===== src/rtl/prom_rd_pkg.sv =====
package prom_rd_pkg;

    typedef enum logic [2:0] {
        PH_IDLE,
        PH_SETUP,
        PH_ENABLE,
        PH_ACCESS,
        PH_CAPTURE,
        PH_RECOVER
    } phase_e;

    typedef enum int {
        LIM_SETUP,
        LIM_HOLD,
        LIM_ELOW,
        LIM_EHIGH,
        LIM_CYCLE,
        LIM_EACC,
        LIM_GACC
    } limit_e;

    // Memory timing limits in nanoseconds for both speed grades
    function automatic int limit_ns(bit fast, limit_e lim);
        case (lim)
            LIM_SETUP: return fast ? 15  : 20;
            LIM_HOLD:  return fast ? 20  : 25;
            LIM_ELOW:  return fast ? 95  : 120;
            LIM_EHIGH: return 40;
            LIM_CYCLE: return fast ? 136 : 160;
            LIM_EACC:  return fast ? 90  : 120;
            LIM_GACC:  return fast ? 40  : 50;
            default:   return 0;
        endcase
    endfunction

    function automatic int ceil_div(int num, int den);
        return (num + den - 1) / den;
    endfunction

    function automatic int imax(int a, int b);
        return (a > b) ? a : b;
    endfunction

    function automatic int limit_cycles(int period_ns, bit fast, limit_e lim);
        return ceil_div(limit_ns(fast, lim), period_ns);
    endfunction

endpackage


===== src/rtl/prom_rd_phase_cnt.sv =====
module prom_rd_phase_cnt #(
    parameter int CNT_W = 3
) (
    input  logic             clk,
    input  logic             rst,
    input  logic             load_i,
    input  logic [CNT_W-1:0] load_val_i,
    output logic             zero_o
);
    logic [CNT_W-1:0] cnt_q;

    always_ff @(posedge clk) begin
        if (rst) begin
            cnt_q <= '0;
        end else if (load_i) begin
            cnt_q <= load_val_i;
        end else if (cnt_q != '0) begin
            cnt_q <= cnt_q - 1'b1;
        end
    end

    assign zero_o = (cnt_q == '0);
endmodule


===== src/rtl/prom_rd_ctrl.sv =====
module prom_rd_ctrl
    import prom_rd_pkg::*;
#(
    parameter int ADDR_W  = 11,
    parameter int CNT_W   = 3,
    parameter int SETUP_C = 1,
    parameter int HOLD_C  = 1,
    parameter int ACC_C   = 4,
    parameter int CAP_C   = 1,
    parameter int REC_C   = 2
) (
    input  logic              clk,
    input  logic              rst,
    input  logic              req_i,
    input  logic [ADDR_W-1:0] req_addr_i,
    input  logic              cnt_zero_i,
    output logic              cnt_load_o,
    output logic [CNT_W-1:0]  cnt_val_o,
    output logic              addr_load_o,
    output logic [ADDR_W-1:0] addr_val_o,
    output logic              capture_o,
    output phase_e            phase_o
);
    phase_e            phase_q, phase_d;
    logic              pend_q;
    logic [ADDR_W-1:0] pend_addr_q;
    logic              take, start;

    always_comb begin
        take        = (phase_q == PH_IDLE) || ((phase_q == PH_RECOVER) && cnt_zero_i);
        start       = take && (pend_q || req_i);
        addr_val_o  = pend_q ? pend_addr_q : req_addr_i;
        addr_load_o = start;
        phase_d     = phase_q;
        cnt_load_o  = 1'b0;
        cnt_val_o   = '0;
        capture_o   = 1'b0;
        case (phase_q)
            PH_IDLE, PH_RECOVER: begin
                if (start) begin
                    phase_d    = PH_SETUP;
                    cnt_load_o = 1'b1;
                    cnt_val_o  = CNT_W'(SETUP_C - 1);
                end else if (take) begin
                    phase_d = PH_IDLE;
                end
            end
            PH_SETUP: if (cnt_zero_i) begin
                phase_d    = PH_ENABLE;
                cnt_load_o = 1'b1;
                cnt_val_o  = CNT_W'(HOLD_C - 1);
            end
            PH_ENABLE: if (cnt_zero_i) begin
                phase_d    = PH_ACCESS;
                cnt_load_o = 1'b1;
                cnt_val_o  = CNT_W'(ACC_C - 1);
            end
            PH_ACCESS: if (cnt_zero_i) begin
                phase_d    = PH_CAPTURE;
                capture_o  = 1'b1;
                cnt_load_o = 1'b1;
                cnt_val_o  = CNT_W'(CAP_C - 1);
            end
            PH_CAPTURE: if (cnt_zero_i) begin
                phase_d    = PH_RECOVER;
                cnt_load_o = 1'b1;
                cnt_val_o  = CNT_W'(REC_C - 1);
            end
            default: phase_d = PH_IDLE;
        endcase
    end

    always_ff @(posedge clk) begin
        if (rst) begin
            phase_q     <= PH_IDLE;
            pend_q      <= 1'b0;
            pend_addr_q <= '0;
        end else begin
            phase_q <= phase_d;
            if (take && pend_q) begin
                pend_q <= req_i;
                if (req_i) pend_addr_q <= req_addr_i;
            end else if (take) begin
                pend_q <= 1'b0;
            end else if (!pend_q && req_i) begin
                pend_q      <= 1'b1;
                pend_addr_q <= req_addr_i;
            end
        end
    end

    assign phase_o = phase_q;
endmodule


===== src/rtl/prom_rd_datapath.sv =====
module prom_rd_datapath
    import prom_rd_pkg::*;
#(
    parameter int ADDR_W = 11,
    parameter int DATA_W = 8
) (
    input  logic              clk,
    input  logic              rst,
    input  logic              addr_load_i,
    input  logic [ADDR_W-1:0] addr_val_i,
    input  logic              capture_i,
    input  logic [DATA_W-1:0] mem_data_i,
    input  phase_e            phase_i,
    output logic [ADDR_W-1:0] mem_addr_o,
    output logic              mem_e_n_o,
    output logic              mem_g_n_o,
    output logic [DATA_W-1:0] rd_data_o,
    output logic              done_o
);
    logic [ADDR_W-1:0] addr_q;
    logic [DATA_W-1:0] data_q;
    logic              done_q;

    always_ff @(posedge clk) begin
        if (rst) begin
            addr_q <= '0;
            data_q <= '0;
            done_q <= 1'b0;
        end else begin
            if (addr_load_i) addr_q <= addr_val_i;
            if (capture_i)   data_q <= mem_data_i;
            done_q <= capture_i;
        end
    end

    always_comb begin
        mem_e_n_o = !(phase_i inside {PH_ENABLE, PH_ACCESS, PH_CAPTURE});
        mem_g_n_o = (phase_i != PH_ACCESS);
    end

    assign mem_addr_o = addr_q;
    assign rd_data_o  = data_q;
    assign done_o     = done_q;
endmodule


===== src/rtl/prom_rd_seq.sv =====
module prom_rd_seq
    import prom_rd_pkg::*;
#(
    parameter int CLK_PERIOD_NS = 20,
    parameter bit FAST_GRADE    = 1'b1,
    parameter int ADDR_W        = 11,
    parameter int DATA_W        = 8
) (
    input  logic              clk,
    input  logic              rst,
    input  logic              req_i,
    input  logic [ADDR_W-1:0] req_addr_i,
    output logic [DATA_W-1:0] rd_data_o,
    output logic              done_o,
    output logic [ADDR_W-1:0] mem_addr_o,
    output logic              mem_e_n_o,
    output logic              mem_g_n_o,
    input  logic [DATA_W-1:0] mem_data_i
);
    localparam int SETUP_C = imax(1, limit_cycles(CLK_PERIOD_NS, FAST_GRADE, LIM_SETUP));
    localparam int HOLD_C  = imax(1, limit_cycles(CLK_PERIOD_NS, FAST_GRADE, LIM_HOLD));
    localparam int ACC_C   = imax(1, imax(limit_cycles(CLK_PERIOD_NS, FAST_GRADE, LIM_EACC) - HOLD_C,
                                          limit_cycles(CLK_PERIOD_NS, FAST_GRADE, LIM_GACC)));
    localparam int CAP_C   = imax(1, limit_cycles(CLK_PERIOD_NS, FAST_GRADE, LIM_ELOW) - HOLD_C - ACC_C);
    localparam int REC_C   = imax(1, imax(limit_cycles(CLK_PERIOD_NS, FAST_GRADE, LIM_EHIGH),
                                          limit_cycles(CLK_PERIOD_NS, FAST_GRADE, LIM_CYCLE)
                                          - SETUP_C - HOLD_C - ACC_C - CAP_C));
    localparam int MAX_C   = imax(imax(SETUP_C, HOLD_C), imax(imax(ACC_C, CAP_C), REC_C));
    localparam int CNT_W   = imax(1, $clog2(MAX_C));

    logic              cnt_zero, cnt_load, addr_load, capture;
    logic [CNT_W-1:0]  cnt_val;
    logic [ADDR_W-1:0] addr_val;
    phase_e            phase;

    prom_rd_phase_cnt #(.CNT_W(CNT_W)) cnt_i (
        .clk        (clk),
        .rst        (rst),
        .load_i     (cnt_load),
        .load_val_i (cnt_val),
        .zero_o     (cnt_zero)
    );

    prom_rd_ctrl #(
        .ADDR_W  (ADDR_W),
        .CNT_W   (CNT_W),
        .SETUP_C (SETUP_C),
        .HOLD_C  (HOLD_C),
        .ACC_C   (ACC_C),
        .CAP_C   (CAP_C),
        .REC_C   (REC_C)
    ) ctrl_i (
        .clk         (clk),
        .rst         (rst),
        .req_i       (req_i),
        .req_addr_i  (req_addr_i),
        .cnt_zero_i  (cnt_zero),
        .cnt_load_o  (cnt_load),
        .cnt_val_o   (cnt_val),
        .addr_load_o (addr_load),
        .addr_val_o  (addr_val),
        .capture_o   (capture),
        .phase_o     (phase)
    );

    prom_rd_datapath #(.ADDR_W(ADDR_W), .DATA_W(DATA_W)) dp_i (
        .clk         (clk),
        .rst         (rst),
        .addr_load_i (addr_load),
        .addr_val_i  (addr_val),
        .capture_i   (capture),
        .mem_data_i  (mem_data_i),
        .phase_i     (phase),
        .mem_addr_o  (mem_addr_o),
        .mem_e_n_o   (mem_e_n_o),
        .mem_g_n_o   (mem_g_n_o),
        .rd_data_o   (rd_data_o),
        .done_o      (done_o)
    );
endmodule


===== config.mk =====
export PLATFORM = sky130hd
export DESIGN_NAME = prom_rd_seq
export DESIGN_NICKNAME = d
export VERILOG_FILES = /design/src/rtl/prom_rd_pkg.sv /design/src/rtl/prom_rd_phase_cnt.sv /design/src/rtl/prom_rd_ctrl.sv /design/src/rtl/prom_rd_datapath.sv /design/src/rtl/prom_rd_seq.sv
export SDC_FILE = /design/constraint.sdc
export NUM_CORES = 1
export LEC_CHECK = 0
export BUFFER_PORTS_ARGS = -buffer_cell sky130_fd_sc_hd__buf_2
export CAP_MARGIN = 10
export CELL_PAD_IN_SITES_DETAIL_PLACEMENT = 1
export CELL_PAD_IN_SITES_GLOBAL_PLACEMENT = 2
export CORE_MARGIN = 1
export CORE_UTILIZATION = 31
export DETAILED_ROUTE_END_ITERATION = 8
export PLACE_DENSITY = 0.87
export SKIP_LAST_GASP = 1
export SYNTH_ARGS = -nofsm -noshare
export SYNTH_HDL_FRONTEND = slang
export SYNTH_SLANG_ARGS = --single-unit

===== constraint.sdc =====
create_clock -name clk -period 2.19 [get_ports clk]
set_input_delay 0.1095 -clock clk [delete_from_list [all_inputs] [get_ports clk]]
set_output_delay 0.1095 -clock clk [all_outputs]
set_load 0.01 [all_outputs]

# ---- After elaboration in Yosys (flattened, before gate mapping)
# Cells that the tools add are included.
dict set report word_totals {
  word_cells 64
  out_inout_bits 22
  ff_bits 37
}
dict set report op_classes {
  muxes 24
  eq_ne 13
  n_addsub 1
  reduce_logical 19
}
# operator count
set ops {}
lappend ops {{11-bit two-way mux} 5}
lappend ops {{3-bit two-way mux} 6}
lappend ops {{3-bit one-hot mux with 5 select lines} 1}
lappend ops {{2-bit by 1-bit inequality test with 1-bit output (second input constant)} 4}
lappend ops {{1-bit two-way mux} 7}
lappend ops {{3-bit by 2-bit == test with 1-bit output (second input constant)} 2}
lappend ops {{3-bit == test (second input constant)} 2}
lappend ops {{2-bit two-way mux} 3}
lappend ops {{3-bit by 2-bit inequality test with 1-bit output (second input constant)} 2}
lappend ops {{2-bit nonzero test} 3}
lappend ops {{3-bit nonzero test} 2}
lappend ops {{5-bit AND reduction} 1}
lappend ops {{1-bit logical AND} 4}
lappend ops {{2-bit inequality test (second input constant)} 2}
lappend ops {{2-bit one-hot mux with 2 select lines} 1}
lappend ops {{4-bit OR reduction} 1}
lappend ops {{3-bit by 1-bit == test with 1-bit output (second input constant)} 1}
lappend ops {{3-bit logical NOT} 1}
lappend ops {{3-bit AND reduction} 1}
lappend ops {{1-bit logical NOT} 2}
lappend ops {{2-bit logical NOT} 1}
lappend ops {{1-bit logical OR} 2}
lappend ops {{1-bit one-hot mux with 2 select lines} 1}
lappend ops {{2-bit OR reduction} 1}
lappend ops {{2-bit by 1-bit subtractor with 2-bit output (second input constant)} 1}

# ---- Longest topological paths before layout
dict set report logic_depth {
  word_depth 7
  mapped_depth 7
}

# ---- By module
# Synthesis repeated with hierarchy kept, for this count alone.
dict set report hier_totals {
  hier_cells 179
  area_unflattened_um2 1780.5
}
# module instances area_each_um2 cells_each
set modules_own_cells {}
lappend modules_own_cells {prom_rd_ctrl 1 944.7 100}
lappend modules_own_cells {prom_rd_datapath 1 714.4 67}
lappend modules_own_cells {prom_rd_phase_cnt 1 121.4 12}

# ---- Worst setup path after synthesis
# Ideal clock, no wire load.
dict set report synth_path {
  path_kind {register to register}
  start {register cnt_i.cnt_q[0]}
  end {register ctrl_i.pend_addr_q[10]}
  path_slack_ns 0.634
  period_less_slack_ns 1.556
  t_arrival_ns 1.484
  setup_ns 0.072
  stages_incl_launch_ff 8
  path_cell_list {dfxtp_1 inv_1 ha_1 nand3_1 a21oi_2 mux2i_1 buf_6 mux2i_1}
}
dict set report synth_via {
  elab_chain_cells 6
  word_cells_on_any_way 9
  cone_classes {eq/ne: 2; mux: 1; reduce/logical: 6}
}
# item line_no
set synth_lines {}
lappend synth_lines {{start, declared} prom_rd_phase_cnt.sv:10} ;# logic [CNT_W-1:0] cnt_q;
lappend synth_lines {{start signal, assigned} prom_rd_phase_cnt.sv:16} ;# cnt_q <= load_val_i;
lappend synth_lines {{start signal, assigned} prom_rd_phase_cnt.sv:18} ;# cnt_q <= cnt_q - 1'b1;
lappend synth_lines {{2-bit logical NOT (*)} prom_rd_phase_cnt.sv:22} ;# assign zero_o = (cnt_q == '0);
lappend synth_lines {{1-bit logical AND (*)} prom_rd_ctrl.sv:30} ;# take = (phase_q == PH_IDLE) || ((phase_q == PH_RECOVER) && cnt_zero_i);
lappend synth_lines {{1-bit logical OR (*)} prom_rd_ctrl.sv:30}
lappend synth_lines {{1-bit logical AND} prom_rd_ctrl.sv:80} ;# if (take && pend_q) begin
lappend synth_lines {{2-bit inequality test (no source line) / 2-bit nonzero test (equally long branches)} --}
lappend synth_lines {{3-bit AND reduction (no source line)} --}
lappend synth_lines {{end signal, assigned} prom_rd_ctrl.sv:82} ;# if (req_i) pend_addr_q <= req_addr_i;
lappend synth_lines {{end signal, assigned} prom_rd_ctrl.sv:87} ;# pend_addr_q <= req_addr_i;
lappend synth_lines {{end, declared} prom_rd_ctrl.sv:26} ;# logic [ADDR_W-1:0] pend_addr_q;
# Every way passes the cells marked *; elsewhere a longest branch is shown, timed or not.
# A chain may end at the register's enable or synchronous reset.

# ---- Final worst setup path
dict set report layout_path {
  start {register ctrl_i.phase_q[2] (netlist: ctrl_i.phase_o[2])}
  end {register ctrl_i.pend_addr_q[6]}
}
dict set report layout_via {
  elab_chain_cells 6
  word_cells_on_any_way 10
  cone_classes {eq/ne: 3; mux: 1; reduce/logical: 6}
}
# item line_no
set layout_lines {}
lappend layout_lines {{start, declared} prom_rd_ctrl.sv:24} ;# phase_e phase_q, phase_d;
lappend layout_lines {{start signal, assigned} prom_rd_ctrl.sv:79} ;# phase_q <= phase_d;
lappend layout_lines {{3-bit == test} prom_rd_ctrl.sv:30}
lappend layout_lines {{1-bit logical AND} prom_rd_ctrl.sv:30}
lappend layout_lines {{1-bit logical OR (*)} prom_rd_ctrl.sv:30}
lappend layout_lines {{1-bit logical AND} prom_rd_ctrl.sv:80}
lappend layout_lines {{2-bit inequality test (no source line) / 2-bit nonzero test (equally long branches)} --}
lappend layout_lines {{3-bit AND reduction (no source line)} --}
# Marks and branches as above.

==> run metrics <==
pin count of the biggest net entering global routing=roughly 50; final setup fails=0; Tcrit/Tclk final=0.824; CTS Buf Count=5; #FFs+latches synth=37; synth top area cells=dfxtp_1 (42%), mux2i_1 (13%), nand2b_1 (7.9%); Hold Crit Start=mem_data_i[0]; CTS tree=done; Gate Count Post-Synth=slightly below 200; sequential share of the synthesized area=0.424; layout overhead on the synthesized area=19.1%; Via density=4.79; Critical Path End Type=register; Sink Count=37; nets@finish=around 260; share of flip-flops with an asynchronous set or reset=0; RSZ-0062 raised after global routing=false; Worst Hold Path EP=dp_i.rd_data_o[0]$_SDFFE_PP0P_; worst reg-to-reg path cell count=5; DR iter-0 viols=57; global-route wire length before repair=roughly 6.6 mm; DRC Markers=0; Worst Hold Class=in -> reg; RePlAce Congestion=between 0.7 and 0.8; clk buf depth=2; hold path depth=3; Setup TNS Final=0 ps; ANT cells=0; CP Launch Type=register; Reg-to-Reg End=ctrl_i.pend_addr_q[6]$_SDFFE_PP0P_; initial antenna violation count=0; Worst slew margin=0.502; Routed WL per cell=about 13 um; initial core utilization=0.331; vias in the first global route=between 1k and 1.5k; final hold vios=0; overall power=2.53 mW; most used flip-flop cell after synthesis=dfxtp_1; grt ovf=0; cell area after layout=~2100 sq um; Final Max Slew Viols=0; Slew @ Worst Pin=~750 ps; clk_skew=between 4 and 5 ps; Placed Instance Area=between 1500 and 2000 sq um; Netlist Area Pre-Place=roughly 1700 sq um; minimum clock period=about 1800 ps; Die Wd=77.1 um; Tot GR Track Use=0.139; Buffers on Ports=43; Post-synth EDFFs=0; Reg-to-Reg Start=ctrl_i.phase_o[2]$_SDFFE_PP0P_; layout cells sized above 1=0.256; Net Count, Synth=219; Root Driver=clkbuf_8; CP Max Fanout=14; Mapped Avg Cell Area=around 8.9 sq um; area share of the largest cell type after synthesis=0.424; io pins=44; warning count from the yosys run=0; Arrival @ worst endpoint=approximately 2000 ps; filler instances=~670; commonest non-fill, non-tap cell in the layout=buf_2; most frequent cells in the layout=buf_2 (43), dfxtp_1 (37), nand2_1 (22), mux2i_1 (22), nand2b_1 (22); clk_lat worst skew=~280 ps; Post-CTS Hold Buffers=0; Lkg Pwr=approximately 0.85 nW; area leader, netlist=dfxtp_1; PD cells=1220 nW/um^2; core area=around 5300 sq um; Max stage delay on crit path=570 ps; Post-CTS Resized=0; WP data required=around 2400 ps; Initial DRT Pass Iterations=4; die height=77.1 um; vias post-DR=1,456; kind of critical path=reg -> reg; maximum clock rate=~550 MHz; Routed Antenna Nets=0; Max VDD drop=0.380 mV; slowest CP cell=dfxtp_1; Distinct cells, synth=36; hpwl dp=between 2 and 3 mm; # H-tree levels=2; max_cap viols=0; Post-CTS Setup Bufs=0; CP cell instances=nand3_1 > a21oi_2 > mux2i_2 > buf_4 > mux2i_1; Reg2Reg Setup Slack=390 ps; Die ar.=5940 sq um; clock-pin slew on the worst setup and hold paths=around 70 ps; row cnt=26; outcome=completed; final WL=~3.9 mm
## state kept, by name, summed over array words and instances (netlist names)
register and flops:
ctrl_i.pend_addr_q 11, cnt_i.cnt_q 2, ctrl_i.phase_o 3, ctrl_i.pend_q 1, dp_i.rd_data_o 8, dp_i.done_o 1, dp_i.mem_addr_o 11
## Yosys cell counts (2+ instances only)
cell      number
mux2i_1       23
a211oi_1      12
o21bai_1       3
inv_1          6
nor4_1         2
maj3_1         2
buf_6          2
nand3_1        3
nand2b_1      22
nor2_1        17
clkbuf_1       4
buf_2          7
a21oi_2        2
a21oi_1       12
nand2_1       22
dfxtp_1       37
## critical path, delay by kind of cell (launching register included)
kind,cells,cell delay (ps)
AO/OA/AOI/OAI,1,250
buffers and inverters,1,250
flip-flops,1,570
multiplexers,2,440
AND/OR/NAND/NOR,1,220
## final cells by class
type	count	area, sq um	share of cell area
clock buffers	7	86.3	0.0415
inverters	6	22.5	0.0108
multi-input cells	137	898	0.432
flip-flops and latches	37	741	0.356
well taps	70	87.6	0.0421
repair buffers	47	245	0.118
## worst max-delay path by stage
stage	start	to
2_1_floorplan	cnt_i.cnt_q[0]$_SDFFE_PP0P_	ctrl_i.pend_addr_q[10]$_SDFFE_PP0P_
3_5_place_dp	ctrl_i.phase_o[2]$_SDFFE_PP0P_	ctrl_i.pend_addr_q[7]$_SDFFE_PP0P_
6_report	ctrl_i.phase_o[2]$_SDFFE_PP0P_	ctrl_i.pend_addr_q[6]$_SDFFE_PP0P_
5_1_grt	ctrl_i.phase_o[2]$_SDFFE_PP0P_	ctrl_i.pend_addr_q[10]$_SDFFE_PP0P_
3_3_place_gp	ctrl_i.phase_o[2]$_SDFFE_PP0P_	ctrl_i.pend_addr_q[7]$_SDFFE_PP0P_
4_1_cts	ctrl_i.phase_o[2]$_SDFFE_PP0P_	ctrl_i.pend_addr_q[7]$_SDFFE_PP0P_
## stage by stage
step	setup slack [ps]	utilization	hold slack [ps]	cells
final	386	0.395	60.6	304
after global routing	248	0.395	58.6	304
after CTS	370	0.395	50.9	304
after global placement	503	0.378	358	297
after floorplan	634	-	245	196
after detailed placement	406	0.378	357	297
## where the power goes
group | switching (mW) | total, mW | internal, mW | leakage [nW]
sequential | 0.134 | 0.990 | 0.855 | 0.303
clock | 0.229 | 0.479 | 0.250 | 0.0443
combinational | 0.585 | 1.06 | 0.478 | 0.499
## cells by family after synthesis
group	Yosys count	synth area share
xor+xnor	1	0.00502
compound gates	36	0.145
fa+ha+maj	3	0.0186
simple gates	74	0.211
mux	23	0.132
buf+inv	22	0.0637
flops	37	0.424
## routing by layer
metal	vias up	global-route usage	wire, um
li1	744	-	-
met2	35	0.225	1740
met1	670	0.178	1860
met4	0	0.0509	46
met5	-	0	0
met3	7	0.0357	220
No activity file was read; power rests on OpenSTA's default activity.
